--- src/rtl/ptr_regfile_pkg.sv ---
package ptr_regfile_pkg;

    localparam int DATA_W = 16;
    localparam int NREGS  = 16;
    localparam int IDX_W  = $clog2(NREGS);
    localparam int FLAG_W = 8;

    localparam logic [3:0] MD_DIRECT = 4'd0;
    localparam logic [3:0] MD_PLO    = 4'd1;
    localparam logic [3:0] MD_PHI    = 4'd2;
    localparam logic [3:0] MD_NIB_LO = 4'd8;
    localparam logic [3:0] MD_NIB_HI = 4'd9;
    localparam logic [3:0] MD_PBYTE  = 4'd10;

    typedef enum logic [2:0] {
        TGT_NONE,
        TGT_REG,
        TGT_PLO,
        TGT_PHI,
        TGT_PBYTE
    } target_e;

    typedef struct packed {
        target_e            kind;
        logic [IDX_W-1:0]   reg_idx;
    } sel_t;

    typedef struct packed {
        logic [IDX_W-1:0]   phi;
        logic [IDX_W-1:0]   plo;
        logic [FLAG_W-1:0]  flags;
    } status_t;

endpackage

--- src/rtl/ptr_index_sel.sv ---
module ptr_index_sel
    import ptr_regfile_pkg::*;
(
    input  logic [3:0]        mode,
    input  logic [IDX_W-1:0]  dir_idx,
    input  status_t           status,
    output sel_t              sel
);

    logic cond;

    always_comb begin
        cond        = status.flags[mode[1:0]];
        sel.kind    = TGT_NONE;
        sel.reg_idx = '0;
        if (mode == MD_DIRECT) begin
            sel.kind    = TGT_REG;
            sel.reg_idx = dir_idx;
        end else if (mode == MD_PLO) begin
            sel.kind    = TGT_REG;
            sel.reg_idx = status.plo;
        end else if (mode == MD_PHI) begin
            sel.kind    = TGT_REG;
            sel.reg_idx = status.phi;
        end else if (mode[3:2] == 2'b01) begin
            sel.kind    = TGT_REG;
            sel.reg_idx = cond ? status.phi : status.plo;
        end else if (mode == MD_NIB_LO) begin
            sel.kind    = TGT_PLO;
        end else if (mode == MD_NIB_HI) begin
            sel.kind    = TGT_PHI;
        end else if (mode == MD_PBYTE) begin
            sel.kind    = TGT_PBYTE;
        end else if (mode[3:2] == 2'b11) begin
            sel.kind    = cond ? TGT_PHI : TGT_PLO;
        end
    end

    always_comb begin
        if (mode[3:2] == 2'b01 && !status.flags[mode[1:0]])
            assert_flag0_low_R4: assert (sel.reg_idx == status.plo);
    end

endmodule

--- src/rtl/ptr_reg_array.sv ---
module ptr_reg_array
    import ptr_regfile_pkg::*;
#(
    parameter int W = DATA_W,
    parameter int N = NREGS,
    localparam int IW = $clog2(N)
)(
    input  logic          clk,
    input  logic          rst_n,
    input  logic          we,
    input  logic [IW-1:0] idx,
    input  logic [W-1:0]  wdata,
    output logic [W-1:0]  rdata
);

    typedef struct packed {
        logic [N-1:0][W-1:0] r;
    } arr_t;

    arr_t         st_d, st_q;
    logic [N-1:0] hit;

    for (genvar g = 0; g < N; g++) begin : g_dec
        assign hit[g] = we && (idx == IW'(g));

        assert_reg_hold_R2: assert property (@(posedge clk) disable iff (!rst_n)
            !hit[g] |=> $stable(st_q.r[g]));
        assert_reg_load_R2: assert property (@(posedge clk) disable iff (!rst_n)
            hit[g] |=> st_q.r[g] == $past(wdata));
    end

    always_comb begin
        st_d = st_q;
        for (int i = 0; i < N; i++) begin
            if (hit[i]) st_d.r[i] = wdata;
        end
    end

    always_ff @(posedge clk or negedge rst_n) begin
        if (!rst_n) st_q <= '0;
        else        st_q <= st_d;
    end

    assign rdata = st_q.r[idx];

endmodule

--- src/rtl/ptr_status_reg.sv ---
module ptr_status_reg
    import ptr_regfile_pkg::*;
(
    input  logic               clk,
    input  logic               rst_n,
    input  logic               flag_we,
    input  logic [FLAG_W-1:0]  flag_wdata,
    input  logic               plo_we,
    input  logic [IDX_W-1:0]   plo_wdata,
    input  logic               phi_we,
    input  logic [IDX_W-1:0]   phi_wdata,
    output status_t            status
);

    status_t st_d, st_q;

    always_comb begin
        st_d = st_q;
        if (flag_we) st_d.flags = flag_wdata;
        if (plo_we)  st_d.plo   = plo_wdata;
        if (phi_we)  st_d.phi   = phi_wdata;
    end

    always_ff @(posedge clk or negedge rst_n) begin
        if (!rst_n) st_q <= '0;
        else        st_q <= st_d;
    end

    assign status = st_q;

    assert_flags_hold_R8: assert property (@(posedge clk) disable iff (!rst_n)
        !flag_we |=> $stable(st_q.flags));
    assert_flags_load_R8: assert property (@(posedge clk) disable iff (!rst_n)
        flag_we |=> st_q.flags == $past(flag_wdata));
    assert_plo_hold_R6: assert property (@(posedge clk) disable iff (!rst_n)
        !plo_we |=> $stable(st_q.plo));
    assert_phi_hold_R6: assert property (@(posedge clk) disable iff (!rst_n)
        !phi_we |=> $stable(st_q.phi));

endmodule

--- src/rtl/ptr_regfile.sv ---
module ptr_regfile
    import ptr_regfile_pkg::*;
(
    input  logic                clk,
    input  logic                rst_n,
    input  logic [3:0]          mode,
    input  logic [IDX_W-1:0]    dir_idx,
    input  logic                as_addr,
    input  logic                wr_en,
    input  logic [DATA_W-1:0]   wr_data,
    input  logic                flag_we,
    input  logic [FLAG_W-1:0]   flag_wdata,
    output logic [DATA_W-1:0]   rd_data,
    output logic [DATA_W-1:0]   addr_out,
    output logic                addr_valid,
    output logic [DATA_W-1:0]   status_out
);

    sel_t                sel;
    status_t             status;
    logic [DATA_W-1:0]   reg_rdata;
    logic [DATA_W-1:0]   value;
    logic                wr_ok;
    logic                reg_we, plo_we, phi_we;
    logic [IDX_W-1:0]    plo_wdata, phi_wdata;

    ptr_index_sel i_sel (
        .mode    (mode),
        .dir_idx (dir_idx),
        .status  (status),
        .sel     (sel)
    );

    ptr_reg_array #(.W(DATA_W), .N(NREGS)) i_regs (
        .clk   (clk),
        .rst_n (rst_n),
        .we    (reg_we),
        .idx   (sel.reg_idx),
        .wdata (wr_data),
        .rdata (reg_rdata)
    );

    ptr_status_reg i_status (
        .clk        (clk),
        .rst_n      (rst_n),
        .flag_we    (flag_we),
        .flag_wdata (flag_wdata),
        .plo_we     (plo_we),
        .plo_wdata  (plo_wdata),
        .phi_we     (phi_we),
        .phi_wdata  (phi_wdata),
        .status     (status)
    );

    always_comb begin
        wr_ok     = wr_en && !as_addr;
        reg_we    = wr_ok && (sel.kind == TGT_REG);
        plo_we    = wr_ok && (sel.kind == TGT_PLO || sel.kind == TGT_PBYTE);
        phi_we    = wr_ok && (sel.kind == TGT_PHI || sel.kind == TGT_PBYTE);
        plo_wdata = wr_data[IDX_W-1:0];
        phi_wdata = (sel.kind == TGT_PBYTE) ? wr_data[2*IDX_W-1:IDX_W]
                                            : wr_data[IDX_W-1:0];
        case (sel.kind)
            TGT_REG:   value = reg_rdata;
            TGT_PLO:   value = DATA_W'(status.plo);
            TGT_PHI:   value = DATA_W'(status.phi);
            TGT_PBYTE: value = DATA_W'({status.phi, status.plo});
            default:   value = '0;
        endcase
        if (as_addr && sel.kind == TGT_REG) begin
            addr_out   = value;
            addr_valid = 1'b1;
            rd_data    = '0;
        end else begin
            addr_out   = '0;
            addr_valid = 1'b0;
            rd_data    = value;
        end
    end

    assign status_out = status;

    assert_addr_nowrite_R5: assert property (@(posedge clk) disable iff (!rst_n)
        (wr_en && as_addr && !flag_we) |=> $stable(status_out));
    assert_nib_zext_R6: assert property (@(posedge clk) disable iff (!rst_n)
        (mode == MD_NIB_LO || mode == MD_NIB_HI || mode[3:2] == 2'b11)
            |-> rd_data[DATA_W-1:IDX_W] == '0);
    assert_resv_zero_R10: assert property (@(posedge clk) disable iff (!rst_n)
        (mode == 4'd3 || mode == 4'd11) |-> (rd_data == '0 && !addr_valid));
    assert_resv_nowrite_R10: assert property (@(posedge clk) disable iff (!rst_n)
        ((mode == 4'd3 || mode == 4'd11) && !flag_we) |=> $stable(status_out));

endmodule

--- config.mk ---
export PLATFORM = sky130hd
export DESIGN_NAME = ptr_regfile
export DESIGN_NICKNAME = d
export VERILOG_FILES = /design/src/rtl/ptr_regfile_pkg.sv /design/src/rtl/ptr_index_sel.sv /design/src/rtl/ptr_reg_array.sv /design/src/rtl/ptr_status_reg.sv /design/src/rtl/ptr_regfile.sv
export SDC_FILE = /design/constraint.sdc
export NUM_CORES = 1
export LEC_CHECK = 0
export BUFFER_PORTS_ARGS = -buffer_cell sky130_fd_sc_hd__clkbuf_2
export CAP_MARGIN = 10
export CORE_UTILIZATION = 66
export CTS_CLUSTER_SIZE = 28
export DETAILED_ROUTE_END_ITERATION = 10
export GPL_TIMING_DRIVEN = 0
export HOLD_SLACK_MARGIN = 0.15
export PLACE_DENSITY = 0.86
export SLEW_MARGIN = 20
export SYNTH_ARGS = -nofsm -noshare
export SYNTH_HDL_FRONTEND = slang
export SYNTH_SLANG_ARGS = --single-unit
--- constraint.sdc ---
create_clock -name clk -period 6.2 [get_ports clk]
set_input_delay 0.62 -clock clk [delete_from_list [all_inputs] [get_ports clk]]
set_output_delay 0.62 -clock clk [all_outputs]
set_load 0.01 [all_outputs]
## Yosys cells after proc, flatten, opt, wreduce, memory -nomap -nowiden

Cells that the tools add are included.

- Bits in registers: 272
- Input port bits: 37
- Output and inout bits: 49
- Logic and storage cells: 93

- Order comparisons: 2
- Equal/unequal tests: 26
- Multiplexer cells: 20
- Reduce and logical (&&, ||, !) cells: 26

Operators by type and width:

| operator | count |
|---|---|
| binary-select mux 16 bit (select 4 bit) | 1 |
| case mux 16 bit (4 select lines) | 1 |
| two-way mux 16 bit | 3 |
| equality test 4 bit, second input constant | 11 |
| logical AND 1 bit | 21 |
| two-way mux 7 bit | 3 |
| equality test 4 x 3 -> 1 bit, second input constant | 4 |
| two-way mux 3 bit | 5 |
| equality test 4 x 2 -> 1 bit, second input constant | 3 |
| two-way mux 4 bit | 3 |
| equality test 4 x 1 -> 1 bit, second input constant | 2 |
| zero test 4 bit | 2 |
| equality test 3 x 2 -> 1 bit, second input constant | 2 |
| < comparator 4 x 5 -> 1 bit, second input constant | 1 |
| < comparator 2 x 4 -> 1 bit, second input constant | 1 |
| equality test 3 x 1 -> 1 bit, second input constant | 1 |
| equality test 3 bit, second input constant | 1 |
| two-way mux 1 bit | 3 |
| binary-select mux 1 bit (select 2 bit) | 1 |
| equality test 2 x 1 -> 1 bit, second input constant | 1 |
| equality test 2 bit, second input constant | 1 |
| logical OR 1 bit | 2 |
| zero test 1 bit | 1 |

## Logic depth before layout (Yosys ltp)

Gate-level depths: netlist (run 1).

- Word-level depth: 15
- Mapped depth: 12
- Depth with buffers taken out: 8

## Cells and area by module

A second synthesis (run 1) with hierarchy kept.

- Cell total of the unflattened synthesis: 851
- Area, all modules: 12919.9 um^2

Modules (own cells, without submodules):

| module | times used | cells each | area each (um^2) | sequential area each (um^2) |
|---|---|---|---|---|
| ptr_reg_array | 1 | 712 | 11497.3 | 6406.1 |
| ptr_status_reg | 1 | 33 | 621.8 | 400.4 |
| ptr_regfile | 1 | 77 | 596.8 | 0.0 |
| ptr_index_sel | 1 | 29 | 203.9 | 0.0 |

## Least setup slack after synthesis (run 1)

No wires, ideal clock.

- Path type: input port to output port
- Start point: in mode[0]
- End point: out rd_data[3]
- Arrival time: 2.714 ns
- Data required time: 5.580 ns
- Setup slack: 2.866 ns
- Stages: 11
- Buffers on the path: 3
- Path through: mux4_2 -> o211a_1 -> nand2_1 -> buf_2 -> nand2_4 -> buf_4 -> buf_4 -> mux2i_1 -> a22oi_1 -> nand4_1 -> o31ai_1

- Longest elaborated chain between the ends: 14
- Elaborated cells on any way between the ends: 28
- Classes of those cells: 9 x eq/ne; 17 x mux; 2 x reduce/logical

RTL lines:

| element | line | RTL |
|---|---|---|
| start, declared | ptr_regfile.sv:6 | `input logic [3:0] mode,` |
| binary-select mux 1 bit (select 2 bit) | ptr_index_sel.sv:13 | `cond = status.flags[mode[1:0]];` |
| two-way mux 1 bit (not written as such) | ptr_index_sel.sv:13 |  |
| two-way mux 1 bit | ptr_index_sel.sv:35 | `sel.kind = cond ? TGT_PHI : TGT_PLO;` |
| two-way mux 3 bit | ptr_index_sel.sv:34 | `end else if (mode[3:2] == 2'b11) begin` |
| two-way mux 3 bit | ptr_index_sel.sv:32 | `end else if (mode == MD_PBYTE) begin` |
| two-way mux 3 bit | ptr_index_sel.sv:30 | `end else if (mode == MD_NIB_HI) begin` |
| two-way mux 3 bit | ptr_index_sel.sv:28 | `end else if (mode == MD_NIB_LO) begin` |
| two-way mux 3 bit | ptr_index_sel.sv:25 | `end else if (mode[3:2] == 2'b01) begin` |
| two-way mux 7 bit | ptr_index_sel.sv:22 | `end else if (mode == MD_PHI) begin` |
| two-way mux 7 bit | ptr_index_sel.sv:19 | `end else if (mode == MD_PLO) begin` |
| two-way mux 7 bit (*) | ptr_index_sel.sv:16 | `if (mode == MD_DIRECT) begin` |
| equality test 3 bit, or another cell as far along | ptr_regfile.sv:63 | `case (sel.kind)` |
| case mux 16 bit (4 select lines) or logical AND 1 bit (tied branches) | ptr_regfile.sv:63, ptr_regfile.sv:70 |  |
| two-way mux 16 bit (*) | ptr_regfile.sv:70 | `if (as_addr && sel.kind == TGT_REG) begin` |
| end, declared | ptr_regfile.sv:13 | `output logic [DATA_W-1:0] rd_data,` |

Every way passes the cells marked *; elsewhere a longest branch is shown, timed or not. The select of a mux whose other input is x is not followed.

## Worst setup path in the final report (run 1)

- Start point: reg i_status.st_q (netlist bit i_status.status[3])
- End point: out addr_out[15]

- Longest elaborated chain between the ends: 14
- Elaborated cells on any way between the ends: 22
- Classes of those cells: 4 x eq/ne; 17 x mux; 1 x reduce/logical

RTL lines:

| element | line | RTL |
|---|---|---|
| start, declared | ptr_status_reg.sv:15 | `status_t st_d, st_q;` |
| start signal, assigned | ptr_status_reg.sv:26 | `else st_q <= st_d;` |
| binary-select mux 1 bit (select 2 bit) (*) | ptr_index_sel.sv:13 |  |
| two-way mux 1 bit (not written as such) (*) | ptr_index_sel.sv:13 |  |
| two-way mux 1 bit | ptr_index_sel.sv:35 |  |
| two-way mux 3 bit | ptr_index_sel.sv:34 |  |
| two-way mux 3 bit | ptr_index_sel.sv:32 |  |
| two-way mux 3 bit | ptr_index_sel.sv:30 |  |
| two-way mux 3 bit | ptr_index_sel.sv:28 |  |
| two-way mux 3 bit | ptr_index_sel.sv:25 |  |
| two-way mux 7 bit (*) | ptr_index_sel.sv:22 |  |
| two-way mux 7 bit (*) | ptr_index_sel.sv:19 |  |
| two-way mux 7 bit (*) | ptr_index_sel.sv:16 |  |
| equality test 3 bit, or another cell as far along | ptr_regfile.sv:63 |  |
| case mux 16 bit (4 select lines) or logical AND 1 bit (tied branches) | ptr_regfile.sv:63, ptr_regfile.sv:70 |  |
| two-way mux 16 bit (*) | ptr_regfile.sv:70 |  |
| end, declared | ptr_regfile.sv:14 | `output logic [DATA_W-1:0] addr_out,` |

Marked as above.

==> reports/results.tsv, run 1 <==
stage	metric	value	unit
final_layout	post-route cell area	15070	sq um
worst_setup_path	CP Class	flop to output port	
cts	Max Buffers Root-to-Sink	3	
synthesis	count of state elements after synthesis	272	
cts	Clock Sink Count	272	
synthesis	Syn Inst Count	1101	
die	Die Ht	143.9	um
routing	initial detailed-routing violation count	1256	
place	Detailed Place HPWL	25.62	mm
synthesis	sequential area share after synthesis	51.22	%
synthesis	Mapped Area	13290	sq um
hold_path	Hold Crit Class	primary input to flop	
routing	Routed wire per std cell	25.99	um
cts	Skew-Pair Late Insertion Delay	0.54	ns
global_route	grt ovf	0	
worst_setup_path	Worst Path Buf+Inv	3	
synthesis	synthesized area per cell	12.07	sq um
synthesis	ys flop type	dfrtp_1	
final_layout	area delta synth->final	13.41	%
synthesis	Async SR Flop Fraction	100.0	%
synthesis	Syn Nets	1138	
place	input/output buffers	83	
hold_path	Hold Startpoint	flag_wdata[6]	
synthesis	EDFF count, synth	0	
timing	relative slew slack	28.22	%
timing	RSZ-0062 raised after global routing	no	
worst_setup_path	Worst setup EP type	output port	
final_layout	# diodes	0	
timing	fmax	0.2088	GHz
routing	Via density	6.928	
cts	clock-pin slew on the worst setup and hold paths	0.06	ns
timing	hold_ws	0.3126	ns
synthesis	top post-synthesis cells by area	dfrtp_1 51%, mux2_2 22%, a211oi_1 4.1%	
worst_setup_path	worst path required time	5.58	ns
synthesis	mux share of post-synthesis cell area	25.66	%
synthesis	area leader, netlist	dfrtp_1	
synthesis	cell with the most instances after synthesis	dfrtp_1	
worst_setup_path	Crit. Startpoint	i_status.status[3]	
cts	Post-CTS Setup Inserts	0	
timing	fin crit share	77.23	%
power	Power Dens Cells	337.9	nW/um^2
synthesis	top post-synthesis cells by count	272 x dfrtp_1, 263 x mux2_2, 74 x and3_1	
synthesis	largest family of logic cells by synthesized area	multiplexers	
timing	Final setup viols	0	
die	core area	19590	sq um
synthesis	Synth Area in XOR/XNOR	0	%
routing	Antenna Nets Post-Route	0	
power	Leakage Power	7.295	nW
timing	Worst-Margin Slew	1.069	ns
global_route	antenna violations before repair	1	
die	I/O pins	86	
job	# Max-Cap Violations	0	
synthesis	post-synthesis compound-gate area fraction	9.246	%
synthesis	post-synthesis cell type count	48	
synthesis	Ys Warns	0	
cts	CTS tree	yes	
cts	Num CTS Buffers	28	
die	die area	20710	sq um
worst_setup_path	FF-to-FF Start	i_status.status[3]	
worst_setup_path	critical path arrival	4.17	ns
timing	Max Transition Viols Final	0	
worst_setup_path	CP peak stage delay	0.59	ns
synthesis	Synth Area in Simple Gates	10.36	%
worst_setup_path	CP max-delay cell	mux4_2	
final_layout	NumNets Final	1255	
routing	Remaining DRCs	0	
global_route	gr usage total	39.00	%
place	RD Place Congestion	0.9479	
die	cell row count	51	
synthesis	Adder-Cell Fraction of Synth Area	0	%
routing	drt total wl	39.12	mm
timing	skew final	0.008821	ns
die	Starting Density	67.84	%
cts	post-CTS sizing	0	
timing	Final Critical Period	4.788	ns
power	Max VDD drop	0.2756	mV
synthesis	post-synth top area share	51.22	%
worst_setup_path	CP Max Fanout	10	
status	status	complete, no violations	
global_route	largest net degree at the start of global routing	94	
cts	CTS Root Cell	clkbuf_16	
place	placed cell area	14140	sq um
routing	DR pass1 iterations	5	
global_route	first-pass GRT wire length	59.23	mm
timing	final number of hold-violating endpoints	0	
routing	Vias	10426	
cts	H-tree Lvls	1	
global_route	vias in the first global route	10298	
final_layout	ratio of cells with drive above 1 in the final layout	38.23	%
die	Die X	143.9	um
worst_setup_path	CP delay by family, top	simple AND/OR/NAND/NOR gates	
power	Design Power	5.092	mW
worst_setup_path	ordered list of cells on the worst path	mux4_2, nor4_4, a31oi_4, nand2_4, buf_4, clkbuf_1, a211oi_1, o21ai_0, nand4_1, nor2_1, clkbuf_2	
worst_setup_path	Worst Setup Start Kind	flop	
==> placed cells by master (no fill, tap or decap), types with 3 or more instances in the layout <==
cell       instances
dfrtp_1          272
mux2_2           263
clkbuf_2          82
and3_1            74
a211oi_1          72
nand2_1           65
o21ai_0           48
clkbuf_1          47
mux2i_1           38
buf_2             32
nor2_1            30
clkbuf_16         29
a32oi_1           16
nand4_1           14
nand3_1           13
a22oi_1           13
buf_4             12
nand2_2           12
clkbuf_8          10
and2_1             9
inv_1              6
nor2b_1            6
clkinv_2           6
a21oi_1            5
nor3_1             5
nor3_2             5
o21ai_1            5
mux2_1             4
buf_6              3
nand2b_1           3
nand3b_1           3
nor2_2             3
o31ai_1            3
buf_16             3
==> metrics by stage <==
step	TNS [ns]	setup slack (ns)	instances	utilization, %
final	0	1.412	1505	76.93
after global routing	0	1.349	1505	76.93
after CTS	0	1.601	1505	76.90
after detailed placement	0	1.802	1452	72.17
after global placement	-260.69	-0.9872	1449	71.65
after floorplan	0	2.866	1101	-
==> flip-flops by register name, summed over array words and instances (netlist names) <==
signal / count
i_regs.st_q: 256
i_status.status: 16
==> report_power, final <==
group / switching (mW) / total [mW] / internal (mW)
clock: 0.701 / 1.66 / 0.963
sequential: 0.182 / 2.26 / 2.07
combinational: 0.674 / 1.17 / 0.497
==> per-layer routing <==
metal / global-route usage (%) / share of wire [%] / vias to the layer above
met2: 58.68 / 46 / 717
met3: 9.197 / 11 / 160
met5: 0 / 0.020 / -
met4: 17.58 / 4.5 / 2
met1: 53.88 / 38 / 5244
li1: - / - / 4303
==> cells by family after synthesis <==
| kind of cell | Yosys count |
|---|---|
| AOI/OAI and AO/OA | 175 |
| muxes | 306 |
| buffers and inverters | 96 |
| DFF | 272 |
| and+or+nand+nor | 252 |
==> final timing paths <==
check | end | slack [ns] | cells after the start
worst min register to register | i_regs.st_q[140] | 0.48 | 1
max in group asynchronous | i_regs.st_q[93] | 4.19 | 5
min in group asynchronous | i_regs.st_q[226] | 0.54 | 2
worst max-delay path | addr_out[15] | 1.41 | 11
worst min-delay path | i_status.status[6] | 0.31 | 2
worst max register to register | i_regs.st_q[6] | 2.83 | 8
==> what timing repair did <==
action,in CTS,in global routing
endpoints found under the hold margin,33,0
setup endpoints to repair,0,0
hold buffers,1,0
==> layout make-up <==
class	count	area, sq um
Sequential cell	272	6807
Multi-Input combinational cell	733	6030
Fill cell	1225	4519
Clock buffer	44	872.1
Timing Repair Buffer	87	516.7
Buffer	90	445.4
Tap cell	265	331.6
Clock inverter	8	46.29
Inverter	6	22.52
Power figures use the tool's default switching activity.
==> run 2, diff against run 1 <==
--- a/config.mk
+++ b/config.mk
@@ -7,12 +7,12 @@
 export LEC_CHECK = 0
 export BUFFER_PORTS_ARGS = -buffer_cell sky130_fd_sc_hd__clkbuf_2
 export CAP_MARGIN = 10
-export CORE_UTILIZATION = 66
+export CORE_UTILIZATION = 61
 export CTS_CLUSTER_SIZE = 28
 export DETAILED_ROUTE_END_ITERATION = 10
 export GPL_TIMING_DRIVEN = 0
 export HOLD_SLACK_MARGIN = 0.15
-export PLACE_DENSITY = 0.86
+export PLACE_DENSITY = 0.8
 export SLEW_MARGIN = 20
 export SYNTH_ARGS = -nofsm -noshare
 export SYNTH_HDL_FRONTEND = slang
==> constraint.sdc (replaced) <==
create_clock -name clk -period 4.8 [get_ports clk]
set_input_delay 0.48 -clock clk [delete_from_list [all_inputs] [get_ports clk]]
set_output_delay 0.48 -clock clk [all_outputs]
set_load 0.01 [all_outputs]
==> reports/results.tsv, run 2 (same netlist as run 1, synthesis figures left out) <==
stage	metric	value	unit
status	status	complete, no violations	
die	Die Ht	149.6	um
timing	skew final	0.02288	ns
timing	fmax	0.2234	GHz
routing	Remaining DRCs	0	
routing	Antenna Nets Post-Route	0	
job	# Max-Cap Violations	0	
final_layout	NumNets Final	1255	
die	die area	22380	sq um
hold_path	Hold Crit Class	primary input to flop	
global_route	vias in the first global route	9826	
place	Detailed Place HPWL	25.36	mm
power	Power Dens Cells	432.4	nW/um^2
final_layout	# diodes	0	
routing	Routed wire per std cell	24.75	um
cts	CTS Root Cell	clkbuf_16	
routing	initial detailed-routing violation count	1241	
worst_setup_path	critical path arrival	4.00	ns
global_route	grt ovf	0	
power	Leakage Power	7.276	nW
timing	Final Critical Period	4.477	ns
place	input/output buffers	83	
die	core area	21220	sq um
cts	Num CTS Buffers	28	
worst_setup_path	setup slack, reg-to-reg	1.42	ns
global_route	first-pass GRT wire length	57.61	mm
cts	H-tree Lvls	1	
timing	fin crit share	93.27	%
final_layout	ratio of cells with drive above 1 in the final layout	37.78	%
timing	relative slew slack	30.06	%
timing	Worst-Margin Slew	1.041	ns
timing	setup TNS	0	ns
cts	Clock Sink Count	272	
cts	Post-CTS Setup Inserts	0	
routing	met2 wire length	17.35	mm
timing	Max Transition Viols Final	0	
worst_setup_path	CP Max Fanout	10	
cts	CTS tree	yes	
worst_setup_path	Worst setup EP type	output port	
die	Starting Density	62.62	%
place	dpl ws	0.8066	ns
global_route	antenna violations before repair	0	
routing	highest routed layer	met4	
timing	PnR worst setup slack	0.3231	ns
timing	final number of hold-violating endpoints	0	
cts	clock-pin slew on the worst setup and hold paths	0.06	ns
worst_setup_path	worst path required time	4.32	ns
power	Design Power	6.508	mW
timing	RSZ-0062 raised after global routing	no	
worst_setup_path	Worst Setup Start Kind	flop	
timing	Final setup viols	0	
routing	drt total wl	37.39	mm
cts	Max Buffers Root-to-Sink	3	
place	RD Place Congestion	0.9471	
final_layout	area delta synth->final	13.26	%
global_route	gr usage total	34.73	%
hold_path	hold-critical path endpoint	i_status.status[4]	
cts	post-CTS sizing	0	
cts	Skew-Pair Late Insertion Delay	0.55	ns
worst_setup_path	CP Class	flop to output port	
worst_setup_path	Worst R2R End	i_regs.st_q[12]	
hold_path	Hold Startpoint	flag_wdata[4]	
die	cell row count	53	
routing	Vias	9937	
hold_path	hold depth	2	
die	Die X	149.6	um
routing	Via density	6.576	
routing	Metal-1 WL	15.30	mm
worst_setup_path	R2R cell count	8	
global_route	largest net degree at the start of global routing	92	
routing	met3 wire length	3.864	mm
worst_setup_path	FF-to-FF Start	i_status.status[3]	
final_layout	largest reg by FF count	i_regs.st_q	
final_layout	most frequent cells in the layout	272 x dfrtp_1, 263 x mux2_2, 82 x clkbuf_2, 74 x and3_1, 72 x a211oi_1	
routing	DR pass1 iterations	6	
power	Max VDD drop	0.3159	mV
die	I/O pins	86	
final_layout	max FFs per register	256	
final_layout	commonest non-fill, non-tap cell in the layout	dfrtp_1	
final_layout	final core occ	70.93	%
## run 2: cell types whose count changed in the layout (fill, tap and decap cells not counted), sizes merged
cell      previous run  this run
clkbuf             168       164
clkinvlp             1         0
clkinv               7         6
bufinv               0         2
## run 2: per-stage QoR
step                area, sq um  hold WS (ns)  std cells
global route              15050        0.1727       1511
finish                    15050        0.1841       1511
global placement          14050        0.4608       1459
detailed placement        14150        0.4078       1462
CTS                       15050        0.1708       1511
floorplan                 13290        0.1844       1101
## run 2: how the worst max path moves through the flow
| stage | start | to | slack [ns] | cells after the start |
|---|---|---|---|---|
| 6_report | i_status.status[3] | rd_data[8] | 0.32 | 11 |
| 3_5_place_dp | mode[0] | rd_data[8] | 0.81 | 12 |
| 4_1_cts | i_status.status[0] | rd_data[8] | 0.48 | 11 |
| 3_3_place_gp | rst_n | i_regs.st_q[123] | -2.32 | 1 |
| 5_1_grt | i_status.status[0] | rd_data[8] | 0.14 | 11 |
| 2_1_floorplan | mode[0] | rd_data[3] | 1.75 | 11 |
## run 2: area by class of cell
class	count	area, sq um
Tap cell	275	344.1
Buffer	90	445.4
Multi-Input combinational cell	733	6025
Timing Repair Buffer	87	516.7
Clock buffer	40	785.8
Fill cell	1505	6170
Inverter	6	22.52
Clock inverter	8	105.1
Sequential cell	272	6807
## run 2: report_power, final
| part | switching (mW) | leakage [nW] | internal [mW] |
|---|---|---|---|
| Sequential | 0.218 | 3.65 | 2.68 |
| Clock | 0.893 | 0.438 | 1.24 |
| Combinational | 0.837 | 3.18 | 0.641 |
## run 2: timing repair
item	in CTS	in global routing
endpoints found under the hold margin	33	0
hold buffers	1	0
endpoints found under the setup margin	0	0
## run 2: worst max-delay path, stage by stage, from the launching register on
cell and delay, ns:
dfrtp_1 0.41, mux4_2 0.59, nor4_4 0.24, a31oi_4 0.15, nand2_4 0.20, buf_4 0.19
clkbuf_1 0.48, a211oi_1 0.15, o21ai_0 0.47, nand4_1 0.27, nor2_1 0.15, clkbuf_2 0.15
## run 2: routing by layer
layer	up-vias	global-route usage (%)
met3	59	9.390
met5	-	0
li1	4288	-
met2	524	51.97
met1	5066	49.70
met4	0	9.745
==> run 3, diff against run 2 <==
--- a/config.mk
+++ b/config.mk
@@ -5,6 +5,7 @@
 export SDC_FILE = /design/constraint.sdc
 export NUM_CORES = 1
 export LEC_CHECK = 0
+export ABC_AREA = 1
 export BUFFER_PORTS_ARGS = -buffer_cell sky130_fd_sc_hd__clkbuf_2
 export CAP_MARGIN = 10
 export CORE_UTILIZATION = 61
@@ -12,7 +13,8 @@
 export DETAILED_ROUTE_END_ITERATION = 10
 export GPL_TIMING_DRIVEN = 0
 export HOLD_SLACK_MARGIN = 0.15
-export PLACE_DENSITY = 0.8
+export PLACE_DENSITY_LB_ADDON = 0.08
+export SKIP_LAST_GASP = 1
 export SLEW_MARGIN = 20
 export SYNTH_ARGS = -nofsm -noshare
 export SYNTH_HDL_FRONTEND = slang
==> reports/results.tsv, run 3 <==
stage	metric	value	unit
timing	relative slew slack	38.93	%
timing	RSZ-0062 raised after global routing	no	
routing	drt total wl	50.02	mm
timing	skew final	0.02094	ns
synthesis	sequential area share after synthesis	50.04	%
synthesis	Syn Nets	1848	
worst_setup_path	CP Class	flop to output port	
cts	CTS tree	yes	
worst_setup_path	worst path required time	4.32	ns
global_route	first-pass GRT wire length	73.09	mm
final_layout	max FFs per register	256	
hold_path	hold-critical path endpoint	i_status.status[7]	
power	Design Power	7.359	mW
worst_setup_path	R2R cell count	11	
die	cell row count	54	
hold_path	Hold Startpoint	flag_wdata[7]	
final_layout	area delta synth->final	13.71	%
cts	H-tree Lvls	1	
worst_setup_path	Worst setup EP type	output port	
final_layout	ratio of cells with drive above 1 in the final layout	11.76	%
cts	Skew-Pair Late Insertion Delay	0.58	ns
status	status	complete, no violations	
place	placed cell area	14430	sq um
worst_setup_path	Worst R2R End	i_regs.st_q[231]	
synthesis	synthesized area per cell	7.511	sq um
global_route	gr usage total	44.71	%
synthesis	Async SR Flop Fraction	100.0	%
place	RD Place Congestion	1.024	
timing	Max Transition Viols Final	0	
synthesis	Syn Inst Count	1811	
routing	Vias	13353	
synthesis	cell with the most instances after synthesis	nand2_1	
timing	fin crit share	84.05	%
die	Die Ht	151.3	um
cts	Num CTS Buffers	29	
routing	Remaining DRCs	0	
synthesis	top post-synthesis cells by count	665 x nand2_1, 272 x dfrtp_1, 204 x o21ai_0	
synthesis	Mapped Area	13600	sq um
final_layout	final core occ	70.88	%
timing	fmax	0.2479	GHz
worst_setup_path	FF-to-FF Start	i_status.status[2]	
routing	Antenna Nets Post-Route	0	
worst_setup_path	setup slack, reg-to-reg	1.81	ns
cts	Max Buffers Root-to-Sink	3	
die	I/O pins	86	
final_layout	most frequent cells in the layout	665 x nand2_1, 272 x dfrtp_1, 204 x o21ai_0, 193 x inv_1, 96 x o21ai_1	
synthesis	top post-synthesis cells by area	dfrtp_1 50%, nand2_1 18%, o21ai_0 7.5%	
global_route	antenna violations before repair	0	
synthesis	ys flop type	dfrtp_1	
timing	Worst-Margin Slew	0.9160	ns
timing	final number of hold-violating endpoints	0	
cts	Post-CTS Setup Inserts	0	
power	Power Dens Cells	475.7	nW/um^2
worst_setup_path	Worst Setup Start Kind	flop	
die	Starting Density	62.33	%
cts	CTS Root Cell	clkbuf_16	
synthesis	area leader, netlist	dfrtp_1	
final_layout	fin cells	2228	
global_route	vias in the first global route	12695	
place	input/output buffers	76	
routing	Routed wire per std cell	22.45	um
routing	initial detailed-routing violation count	1662	
die	Die X	151.3	um
power	Leakage Power	7.869	nW
synthesis	EDFF count, synth	0	
final_layout	post-route cell area	15470	sq um
die	core area	21820	sq um
hold_path	Hold Crit Class	primary input to flop	
job	# Max-Cap Violations	0	
synthesis	post-synthesis cell type count	34	
global_route	largest net degree at the start of global routing	93	
final_layout	NumNets Final	1962	
die	die area	22900	sq um
synthesis	Ys Warns	0	
final_layout	largest reg by FF count	i_regs.st_q	
synthesis	count of state elements after synthesis	272	
hold_path	hold depth	2	
timing	Final Critical Period	4.034	ns
synthesis	post-synth top area share	50.04	%
final_layout	commonest non-fill, non-tap cell in the layout	nand2_1	
place	Detailed Place HPWL	36.02	mm
power	Max VDD drop	0.3943	mV
worst_setup_path	critical path arrival	3.55	ns
worst_setup_path	CP Max Fanout	10	
global_route	grt ovf	0	
timing	setup TNS	0	ns
routing	DR pass1 iterations	5	
cts	clock-pin slew on the worst setup and hold paths	0.06	ns
cts	Clock Sink Count	272	
final_layout	# diodes	0	
timing	Final setup viols	0	
routing	Via density	5.993	
place	dpl cells	2170	
run 3: changes by cell type in the layout (fill, tap and decap cells not counted), sizes merged, moves of 12 or more:
cell,change
a211oi,-72
a21oi,+34
a32oi,-16
and3,-75
inv,+196
mux2,-261
mux2i,-38
nand2,+590
nand3,+46
nand3b,+41
nand4,-12
nor2,+42
o21ai,+249
run 3: worst max path at each step:
| stage | from | to | slack (ns) | cells past startpoint |
|---|---|---|---|---|
| after floorplan | mode[2] | addr_out[14] | 2.16 | 14 |
| after global placement | rst_n | i_regs.st_q[202] | -2.39 | 1 |
| after global routing | i_status.status[3] | rd_data[14] | 0.54 | 15 |
| final | i_status.status[2] | rd_data[14] | 0.77 | 15 |
| after detailed placement | mode[2] | rd_data[12] | 1.27 | 17 |
| after CTS | i_status.status[2] | addr_out[13] | 1.02 | 15 |
run 3: report_power, final:
part / leakage (nW) / total [mW] / internal, mW / switching (mW)
registers: 3.25 / 3.01 / 2.79 / 0.224
clock network: 0.501 / 2.36 / 1.39 / 0.978
logic: 4.12 / 1.98 / 0.633 / 1.35
run 3: cell families (layout without fill, tap and decap cells):
kind of cell	Yosys count	in the layout	share of synthesized area, %
DFF	272	272	50.04
buffers and inverters	306	443	9.115
muxes	6	6	0.4967
and+or+nand+nor	869	869	26.61
AOI/OAI and AO/OA	358	358	13.74
run 3: worst max-delay path, cell delays in order (launching register included):
cell and delay (ns):
dfrtp_1 0.38, inv_1 0.07, nand2_1 0.07, nand3_2 0.10, nand3_2 0.15, nand2_1 0.10, o211ai_2 0.12, a21oi_4 0.37
buf_2 0.31, clkbuf_1 0.42, nand2_1 0.33, nand3_1 0.17, nand2_1 0.06, nand3_1 0.14, nor3_1 0.08, clkbuf_2 0.13
run 3: final cells by class:
class / count / area, sq um
plain buffers: 106 / 489.2
clock buffers: 40 / 837.1
clock inverters: 14 / 166.4
fillers: 1834 / 6355
inverters: 200 / 750.7
multi-input cells: 1233 / 5557
flip-flops and latches: 272 / 6807
well taps: 280 / 350.3
repair buffers: 83 / 511.7
run 3: per-stage QoR:
stage | hold slack, ns | setup WS [ns]
finish | 0.1559 | 0.7658
global route | 0.1616 | 0.5375
CTS | 0.1502 | 1.020
detailed placement | 0.3360 | 1.265
global placement | 0.4592 | -2.394
floorplan | 0.1844 | 2.158
run 3: layer usage:
| metal | global-route usage [%] | share of wire (%) | vias to the layer above |
|---|---|---|---|
| li1 | - | - | 5933 |
| met4 | 35.15 | 8.7 | 0 |
| met1 | 55.53 | 37 | 6327 |
| met5 | 0 | 0 | - |
| met2 | 69.61 | 45 | 856 |
| met3 | 7.229 | 9.5 | 237 |
run 3: timing repair:
item	CTS	global route
hold buffers	4	0
gates resized for setup	0	0
hold endpoints to repair	195	0
